$ cat src/rtl/cap_pkg.sv
package cap_pkg;

   typedef enum logic [1:0] {
      ST_STOPPED = 2'b00,
      ST_FREE    = 2'b01,
      ST_ARMED   = 2'b10,
      ST_POST    = 2'b11
   } cap_state_e;

   // Number of history bytes kept ahead of the trigger point.
   function automatic int unsigned pre_depth(input logic [1:0] code, input int unsigned depth);
      case (code)
         2'b00:   return 0;
         2'b01:   return (depth * 10) / 100;
         2'b10:   return (depth * 50) / 100;
         default: return (depth * 90) / 100;
      endcase
   endfunction

endpackage

$ cat src/rtl/cap_decim.sv
module cap_decim #(
   parameter int DEC_W = 5
) (
   input  logic             clk,
   input  logic             rst,
   input  logic             clr,
   input  logic             en,
   input  logic [DEC_W-1:0] n,
   output logic             keep
);
   localparam int CW = (1 << DEC_W) - 1;

   logic [CW-1:0] cnt;
   logic [CW-1:0] mask;

   assign mask = ~({CW{1'b1}} << n);
   assign keep = en && (cnt == mask);

   always_ff @(posedge clk or posedge rst) begin
      if (rst)       cnt <= '0;
      else if (clr)  cnt <= '0;
      else if (en)   cnt <= keep ? '0 : cnt + 1'b1;
   end
endmodule

$ cat src/rtl/cap_pack.sv
module cap_pack #(
   parameter int SAMPLE_W = 2
) (
   input  logic                clk,
   input  logic                rst,
   input  logic                clr,
   input  logic                keep,
   input  logic [SAMPLE_W-1:0] smp,
   output logic                byte_vld,
   output logic [7:0]          byte_out
);
   generate
      if (SAMPLE_W == 8) begin : g_wide
         logic unused_sink;
         assign unused_sink = &{1'b0, clk, rst, clr};
         assign byte_vld    = keep;
         assign byte_out    = smp;
      end else begin : g_narrow
         localparam int PER = 8 / SAMPLE_W;
         localparam int IW  = $clog2(PER);

         logic [IW-1:0] idx;
         logic [7:0]    acc;
         logic [7:0]    merged;

         always_comb begin
            merged = acc;
            merged[idx*SAMPLE_W +: SAMPLE_W] = smp;
         end

         assign byte_vld = keep && (idx == IW'(PER - 1));
         assign byte_out = merged;

         always_ff @(posedge clk or posedge rst) begin
            if (rst) begin
               acc <= '0;
               idx <= '0;
            end else if (clr) begin
               acc <= '0;
               idx <= '0;
            end else if (keep) begin
               acc <= merged;
               idx <= byte_vld ? '0 : idx + 1'b1;
            end
         end
      end
   endgenerate
endmodule

$ cat src/rtl/cap_store.sv
module cap_store #(
   parameter int DEPTH = 32,
   localparam int AW   = $clog2(DEPTH)
) (
   input  logic          clk,
   input  logic          rst,
   input  logic          wr_en,
   input  logic [AW-1:0] wr_addr,
   input  logic [7:0]    wr_data,
   input  logic          rd_en,
   input  logic [AW-1:0] rd_addr,
   output logic [7:0]    rd_data,
   output logic          rd_valid
);
   logic [7:0] mem [DEPTH];

   always_ff @(posedge clk or posedge rst) begin
      if (rst) begin
         for (int i = 0; i < DEPTH; i++) mem[i] <= '0;
      end else if (wr_en) begin
         mem[wr_addr] <= wr_data;
      end
   end

   always_ff @(posedge clk or posedge rst) begin
      if (rst) begin
         rd_data  <= '0;
         rd_valid <= 1'b0;
      end else begin
         rd_valid <= rd_en;
         if (rd_en) rd_data <= mem[rd_addr];
      end
   end
endmodule

$ cat src/rtl/cap_engine.sv
module cap_engine
   import cap_pkg::*;
#(
   parameter int SAMPLE_W = 2,
   parameter int DEPTH    = 32,
   parameter int DEC_W    = 5
) (
   input  logic                clk,
   input  logic                rst,
   input  logic [DEC_W-1:0]    decim_n,
   input  logic [1:0]          pos_code,
   input  logic [SAMPLE_W-1:0] smp_in,
   input  logic                smp_en,
   input  logic                trig,
   input  logic                rearm,
   input  logic                start,
   input  logic                next_req,
   output logic [7:0]          rd_data,
   output logic                rd_valid,
   output logic [1:0]          status
);
   localparam int AW    = $clog2(DEPTH);
   localparam int CNT_W = $clog2(DEPTH + 1);

   generate
      if (!(SAMPLE_W == 1 || SAMPLE_W == 2 || SAMPLE_W == 4 || SAMPLE_W == 8)) begin : g_bad_width
         $error("cap_engine: SAMPLE_W must be 1, 2, 4 or 8");
      end
      if (DEPTH < 8 || (DEPTH & (DEPTH - 1)) != 0) begin : g_bad_depth
         $error("cap_engine: DEPTH must be a power of two of at least 8");
      end
      if (DEC_W < 1 || DEC_W > 8) begin : g_bad_dec
         $error("cap_engine: DEC_W must lie between 1 and 8");
      end
   endgenerate

   cap_state_e       st;
   logic             pend;
   logic [CNT_W-1:0] hist;
   logic [CNT_W-1:0] post;
   logic [AW-1:0]    wptr;
   logic [AW-1:0]    rptr;

   logic             active, restart, keep, wr, accept, rd_go;
   logic [7:0]       wr_byte;
   logic [CNT_W-1:0] pre_w;

   assign active  = (st != ST_STOPPED);
   assign restart = (st == ST_STOPPED) && (start || rearm);
   assign pre_w   = CNT_W'(pre_depth(pos_code, DEPTH));
   assign accept  = (st == ST_ARMED) && !rearm && (trig || pend) && (hist >= pre_w);
   assign rd_go   = (st == ST_STOPPED) && next_req && !start && !rearm;
   assign status  = st;

   cap_decim #(.DEC_W(DEC_W)) u_decim (
      .clk  (clk),
      .rst  (rst),
      .clr  (restart),
      .en   (smp_en && active),
      .n    (decim_n),
      .keep (keep)
   );

   cap_pack #(.SAMPLE_W(SAMPLE_W)) u_pack (
      .clk      (clk),
      .rst      (rst),
      .clr      (restart),
      .keep     (keep),
      .smp      (smp_in),
      .byte_vld (wr),
      .byte_out (wr_byte)
   );

   cap_store #(.DEPTH(DEPTH)) u_store (
      .clk      (clk),
      .rst      (rst),
      .wr_en    (wr),
      .wr_addr  (wptr),
      .wr_data  (wr_byte),
      .rd_en    (rd_go),
      .rd_addr  (rptr),
      .rd_data  (rd_data),
      .rd_valid (rd_valid)
   );

   always_ff @(posedge clk or posedge rst) begin
      if (rst) begin
         st   <= ST_STOPPED;
         pend <= 1'b0;
         hist <= '0;
         post <= '0;
         wptr <= '0;
         rptr <= '0;
      end else begin
         if (restart) begin
            hist <= '0;
            wptr <= '0;
         end else if (wr) begin
            wptr <= wptr + 1'b1;
            if (hist != CNT_W'(DEPTH)) hist <= hist + 1'b1;
         end

         if (rearm) begin
            st   <= ST_ARMED;
            pend <= 1'b0;
         end else if (st == ST_STOPPED && start) begin
            st <= ST_FREE;
         end else if (accept) begin
            st   <= ST_POST;
            pend <= 1'b0;
            post <= CNT_W'(DEPTH) - pre_w;
         end else if (st == ST_ARMED && trig) begin
            pend <= 1'b1;
         end else if (st == ST_POST && wr) begin
            post <= post - 1'b1;
            if (post == CNT_W'(1)) begin
               st   <= ST_STOPPED;
               rptr <= wptr + 1'b1;
            end
         end

         if (rd_go) rptr <= rptr + 1'b1;
      end
   end
endmodule

$ cat config.mk
export PLATFORM = sky130hd
export DESIGN_NAME = cap_engine
export DESIGN_NICKNAME = d
export VERILOG_FILES = /design/src/rtl/cap_pkg.sv /design/src/rtl/cap_decim.sv /design/src/rtl/cap_pack.sv /design/src/rtl/cap_store.sv /design/src/rtl/cap_engine.sv
export SDC_FILE = /design/constraint.sdc
export NUM_CORES = 1
export LEC_CHECK = 0
export ABC_CLOCK_PERIOD_IN_PS = 23600
export BUFFER_PORTS_ARGS = -buffer_cell sky130_fd_sc_hd__buf_2
export CORE_AREA = 2 2 172 174
export DETAILED_ROUTE_END_ITERATION = 8
export DIE_AREA = 0 0 174 176
export HOLD_SLACK_MARGIN = 0.02
export PLACE_DENSITY = 0.82
export SYNTH_ARGS = -nofsm -noshare
export SYNTH_HDL_FRONTEND = slang
export SYNTH_SLANG_ARGS = --single-unit
$ cat constraint.sdc
create_clock -name clk -period 23.6 [get_ports clk]
set_clock_uncertainty 0.1 [all_clocks]
set_input_delay 1.18 -clock clk [delete_from_list [all_inputs] [get_ports clk]]
set_output_delay 1.18 -clock clk [all_outputs]
set_load 0.01 [all_outputs]
======== Yosys cells after proc, flatten, opt, wreduce, memory -nomap -nowiden ========
Cells that the tools add are included.
storage, ports and cells
  bits in writable memories ............... 0
  memory bits (read-only) ................. 0
  memories kept ........................... 0
  register bits ........................... 331
  input port bits ......................... 16
  output and inout port bits .............. 11
  logic and storage cells ................. 155
  bits in latches ......................... 0
cells by class
  reductions and logical operators ........ 36
  bitwise logic cells ..................... 5
  multiply operators ...................... 0
  divide/modulo/power cells ............... 0
  muxes and demuxes ....................... 41
  magnitude comparators ................... 4
  add/subtract/negate cells ............... 8
  equality and inequality tests ........... 15
  shifts and indexed selects .............. 3
operators with widths
  kind                                                   count
  bitwise mux 256 bit                                    1
  2-to-1 mux 31 bit                                      3
  2-to-1 mux 5 bit                                       9
  binary-select mux 8 bit (select 5 bit)                 1
  demux 8 bit (select 5 bit)                             1
  2-to-1 mux 8 bit                                       5
  2-to-1 mux 6 bit                                       6
  negation 3 -> 34 bit                                   1
  variable shift 2 x 34 -> 8 bit (first input constant)  1
  indexed part select 2 x 34 -> 8 bit                    1
  adder 31 x 1 -> 31 bit (second input constant)         1
  equality test 31 bit                                   1
  inverter 31 bit                                        1
  left shift 31 x 5 -> 31 bit (first input constant)     1
  2-to-1 mux 2 bit                                       9
  nonzero test 2 bit                                     8
  case mux 5 bit (3 select lines)                        1
  logical AND 1 bit                                      14
  >= comparator 6 bit (second input constant)            2
  inverter 5 -> 6 bit                                    2
  adder 5 x 1 -> 5 bit (second input constant)           2
  bitwise mux 8 bit                                      1
  equality test 2 bit (second input constant)            4
  != test 2 x 1 -> 1 bit (second input constant)         4
  other kinds (22)                                       32

======== Logic depth before layout (Yosys ltp) ========
  word-level depth ........................ 12
  depth in mapped cells ................... 13
  depth with buffers taken out ............ 11

======== Hierarchy ========
A second synthesis with hierarchy kept.
second synthesis, totals
  cell total of the unflattened synthesis .. 1476
  area total of the unflattened synthesis .. 17239.0 um2
by module, submodules not included
  module      instances  area an instance (um2)  cells each  sequential area each (um2)
  cap_store   1          12276.8                 884         6631.4
  cap_decim   1          2643.8                  347         775.7
  cap_engine  1          1644.1                  176         625.6
  cap_pack    1          674.4                   69          250.2

======== Worst setup path after synthesis ========
OpenSTA, ideal clock, no wires.
  path kind ............................... input -> register
  start point ............................. input decim_n[2]
  end point ............................... register u_decim.cnt[8]
  path slack .............................. 19.675 ns
  path buffers ............................ 4
  stages on the path ...................... 12
  data required time ...................... 23.381 ns
  setup time .............................. 0.119 ns
  arrival time ............................ 3.706 ns
  cell sequence ........................... buf_2 -> o21ai_1 -> a2111oi_0 -> a311o_1 -> o211ai_1 -> or4b_1 -> or4b_1 -> buf_2 -> nand2_1 -> buf_2 -> buf_4 -> nor2_1
on the way
  longest elaborated chain between the ends .. 7
RTL lines
  item                             RTL line          text
  from (decl)                      cap_engine.sv:10  input logic [DEC_W-1:0] decim_n,
  left shift 31 x 5 -> 31 bit      cap_decim.sv:16   assign mask = ~({CW{1'b1}} << n);
  inverter 31 bit                  cap_decim.sv:16
  equality test 31 bit             cap_decim.sv:17   assign keep = en && (cnt == mask);
  logical AND 1 bit                cap_decim.sv:17
  2-to-1 mux 31 bit (2 in series)  cap_decim.sv:22   else if (en) cnt <= keep ? '0 : cnt + 1'b1;
  2-to-1 mux 31 bit                cap_decim.sv:21   else if (clr) cnt <= '0;
  to (signal assigned)             cap_decim.sv:22
  to (decl)                        cap_decim.sv:13   logic [CW-1:0] cnt;
No other way between the ends. The select of a mux whose other input is x is not followed.
A chain may end at the register's enable or synchronous reset.

======== Worst setup path after layout ========
  start point ............................. input decim_n[2]
  end point ............................... register u_decim.cnt[15]
The elaborated chain is that of the path after synthesis.

==> metrics <==
R2R Setup Slk=19.46 ns; reg2reg start=u_decim.cnt[4]; CTS Buffer Depth=3; PostCTS Resize Cnt=0; Post-synth EDFFs=0; antenna fix cells=0; first-pass GRT wire length=62,300 um; DRT Wirelength=38,100 um; average cell area after synthesis=13.1 um^2; status=completed; gp weighted congestion=0.883; Fin Setup TNS=0 ns; CTS buffer count=35; Site Rows=62; CTS H-tree depth=2; Final nets=1,322; # setup viols final=0; All-Layer GR Usage=0.261; 1st-iter DRT viols=835; Initial Util=0.595; max_cap viols=0; clock insertion delay at the later pin of the skew report=0.52 ns; Worst Path Max Fanout=29; Post-CTS Hold Buffers=0; die area=30,600 um^2; CP endpoint kind=flip-flop; Yosys top cell by area=dfrtp_1; clk sinks=331; hold path cells=2; Final Hold Viols=0; metal3 WL=2290 um; DP Wirelength=23,800 um; # DRC=0; M1 WL=16,400 um; top routing layer in use=met5; Seq/Total Area, Yosys=0.488; Netlist Area Pre-Place=17,000 um^2; die height=176 um; most frequent cells in the layout=dfrtp_1 (329), mux2_2 (214), mux4_2 (80); Final Slew Violations=0; grt ovf=0; initial antenna violation count=0; Arr. time, crit path=5.17 ns; Worst Reg-to-Reg Cells=8; Setup CP Type=in -> reg; post-route cell area=18,600 um^2; TritonCTS clock tree=yes; FF-to-FF End=u_decim.cnt[15]; Yosys top cell area share=0.488; Netlist cell types=69; postcts setup bufs=0; Antenna Violating Nets Remaining=0; Lkg Pwr=8.57 nW; Area Growth Syn to Fin=9.46%; fin crit share=0.208; Slew @ Worst Pin=1.26 ns; Post-synth top flop=dfrtp_1; Worst Path Required=23.86 ns; RSZ-0062 raised after global routing=false; commonest non-fill, non-tap cell in the layout=dfrtp_1; hold worst-path end=u_store.rd_data[4]; wire length per cell=22.5 um; clk root buf=clkbuf_16; Worst-path clk slew=0.06 ns; asr flop ratio synth=1.00; vias in the first global route=11,100; largest net degree at the start of global routing=132; #FFs+latches synth=331; PwrDens=65.8 nW/um^2; die span in x=174 um; FMAX=203 MHz; Mapped Nets=1,332; crit path launch type=primary input; share of cells above drive strength 1=0.335; Max transition margin=0.159; Filler cells=2,019; Hold Crit Start=u_store.rd_data[4]; Hold Path Class=reg -> reg; Core Area=28,500 um^2; post-layout min period=4.92 ns; DR vias/cell=6.34; drt pass-1 iters=6; synth top area cells=dfrtp_1 (49%), mux2_2 (14%), mux4_2 (11%); Placement Cell Area=17,400 um^2; via count=10,700; top-level port count=27; # port buffers=26; number of synthesis warnings=0; Met2 Wirelength=18,400 um; Syn Inst Count=1,293; VDD IR max=0.0528 mV
==> worst max-delay path: stages <==
cell and delay, ns:
buf_2 0.39, o21ai_1 0.26, a2111oi_0 0.50, a311o_1 0.20, o211ai_1 0.08, or4b_1 0.57
or4b_1 0.89, nand2_1 0.93, nor2_1 0.16
==> sequential cells by signal (all words and copies together) (netlist names), 5 cells and up <==
name / count
post: 6
wptr: 5
u_pack.g_narrow.acc: 8
hist: 6
u_store.mem: 256
u_store.rd_data: 8
rptr: 5
u_decim.cnt: 31
==> power by group <==
group	total, mW	leakage [nW]	switching (mW)	internal [mW]
sequential	0.593	4.59	0.0178	0.575
clock	0.565	0.581	0.224	0.341
combinational	0.0645	3.40	0.0401	0.0244
==> final cells by class <==
| class | count | area, um^2 | share of cell area |
|---|---|---|---|
| clock inverter | 8 | 134 | 0.00721 |
| clock buffer | 56 | 1060 | 0.0568 |
| multi-input combinational | 832 | 8200 | 0.441 |
| tap | 384 | 480 | 0.0259 |
| inverter | 40 | 158 | 0.00848 |
| timing repair buffer | 43 | 265 | 0.0143 |
| sequential | 331 | 8290 | 0.446 |
==> logic make-up after synthesis <==
family                     share of synthesized area
muxes                                          0.289
DFF                                            0.488
and+or+nand+nor                                0.113
buffers and inverters                         0.0315
AOI/OAI and AO/OA                             0.0414
xor gates and xnor gates                      0.0201
adders and majority gates                     0.0170
==> per-stage QoR <==
stage	power, mW	setup WS (ns)	util	std cells	hold WS, ns
floorplan	0.649	13.15	-	1293	0.359
global placement	0.664	18.44	0.609	1629	0.357
detailed placement	0.667	18.28	0.609	1629	0.373
CTS	1.23	18.76	0.650	1693	0.390
global route	1.26	18.29	0.651	1694	0.397
finish	1.22	18.68	0.651	1694	0.385
==> Yosys cell counts, types with 7 or more instances <==
cell type  count
or3_1         10
clkbuf_1      53
xnor2_1       18
mux2_2       214
nor2b_1        9
nand2b_1       7
xor2_1        21
buf_1         17
nand3_4       30
o21ai_0       40
nand2_1       59
inv_1         39
o211ai_1       8
nor3_1        17
nand3_1       45
nand4_1       15
a21oi_1       15
and3_1        11
dfrtp_1      331
ha_1          23
mux4_2        80
mux2_1        44
mux2i_1       20
nor4_1         9
buf_2         16
nor2_1        67
==> worst max-delay path by stage <==
stage	from	end	slack (ns)	depth (start not counted)
2_1_floorplan	rst	hist[0]	13.15	1
3_3_place_gp	decim_n[2]	u_decim.cnt[16]	18.44	9
3_5_place_dp	decim_n[2]	u_decim.cnt[21]	18.28	9
4_1_cts	decim_n[2]	u_decim.cnt[4]	18.76	9
5_1_grt	decim_n[2]	u_decim.cnt[15]	18.29	9
6_report	decim_n[2]	u_decim.cnt[15]	18.68	9
==> layer usage <==
layer / GRT usage / vias up
met5: 0.0224 / -
met4: 0.0791 / 2
met3: 0.0441 / 69
met2: 0.426 / 299
met1: 0.361 / 5635
li1: - / 4737
(Power assumes the default switching activity.)
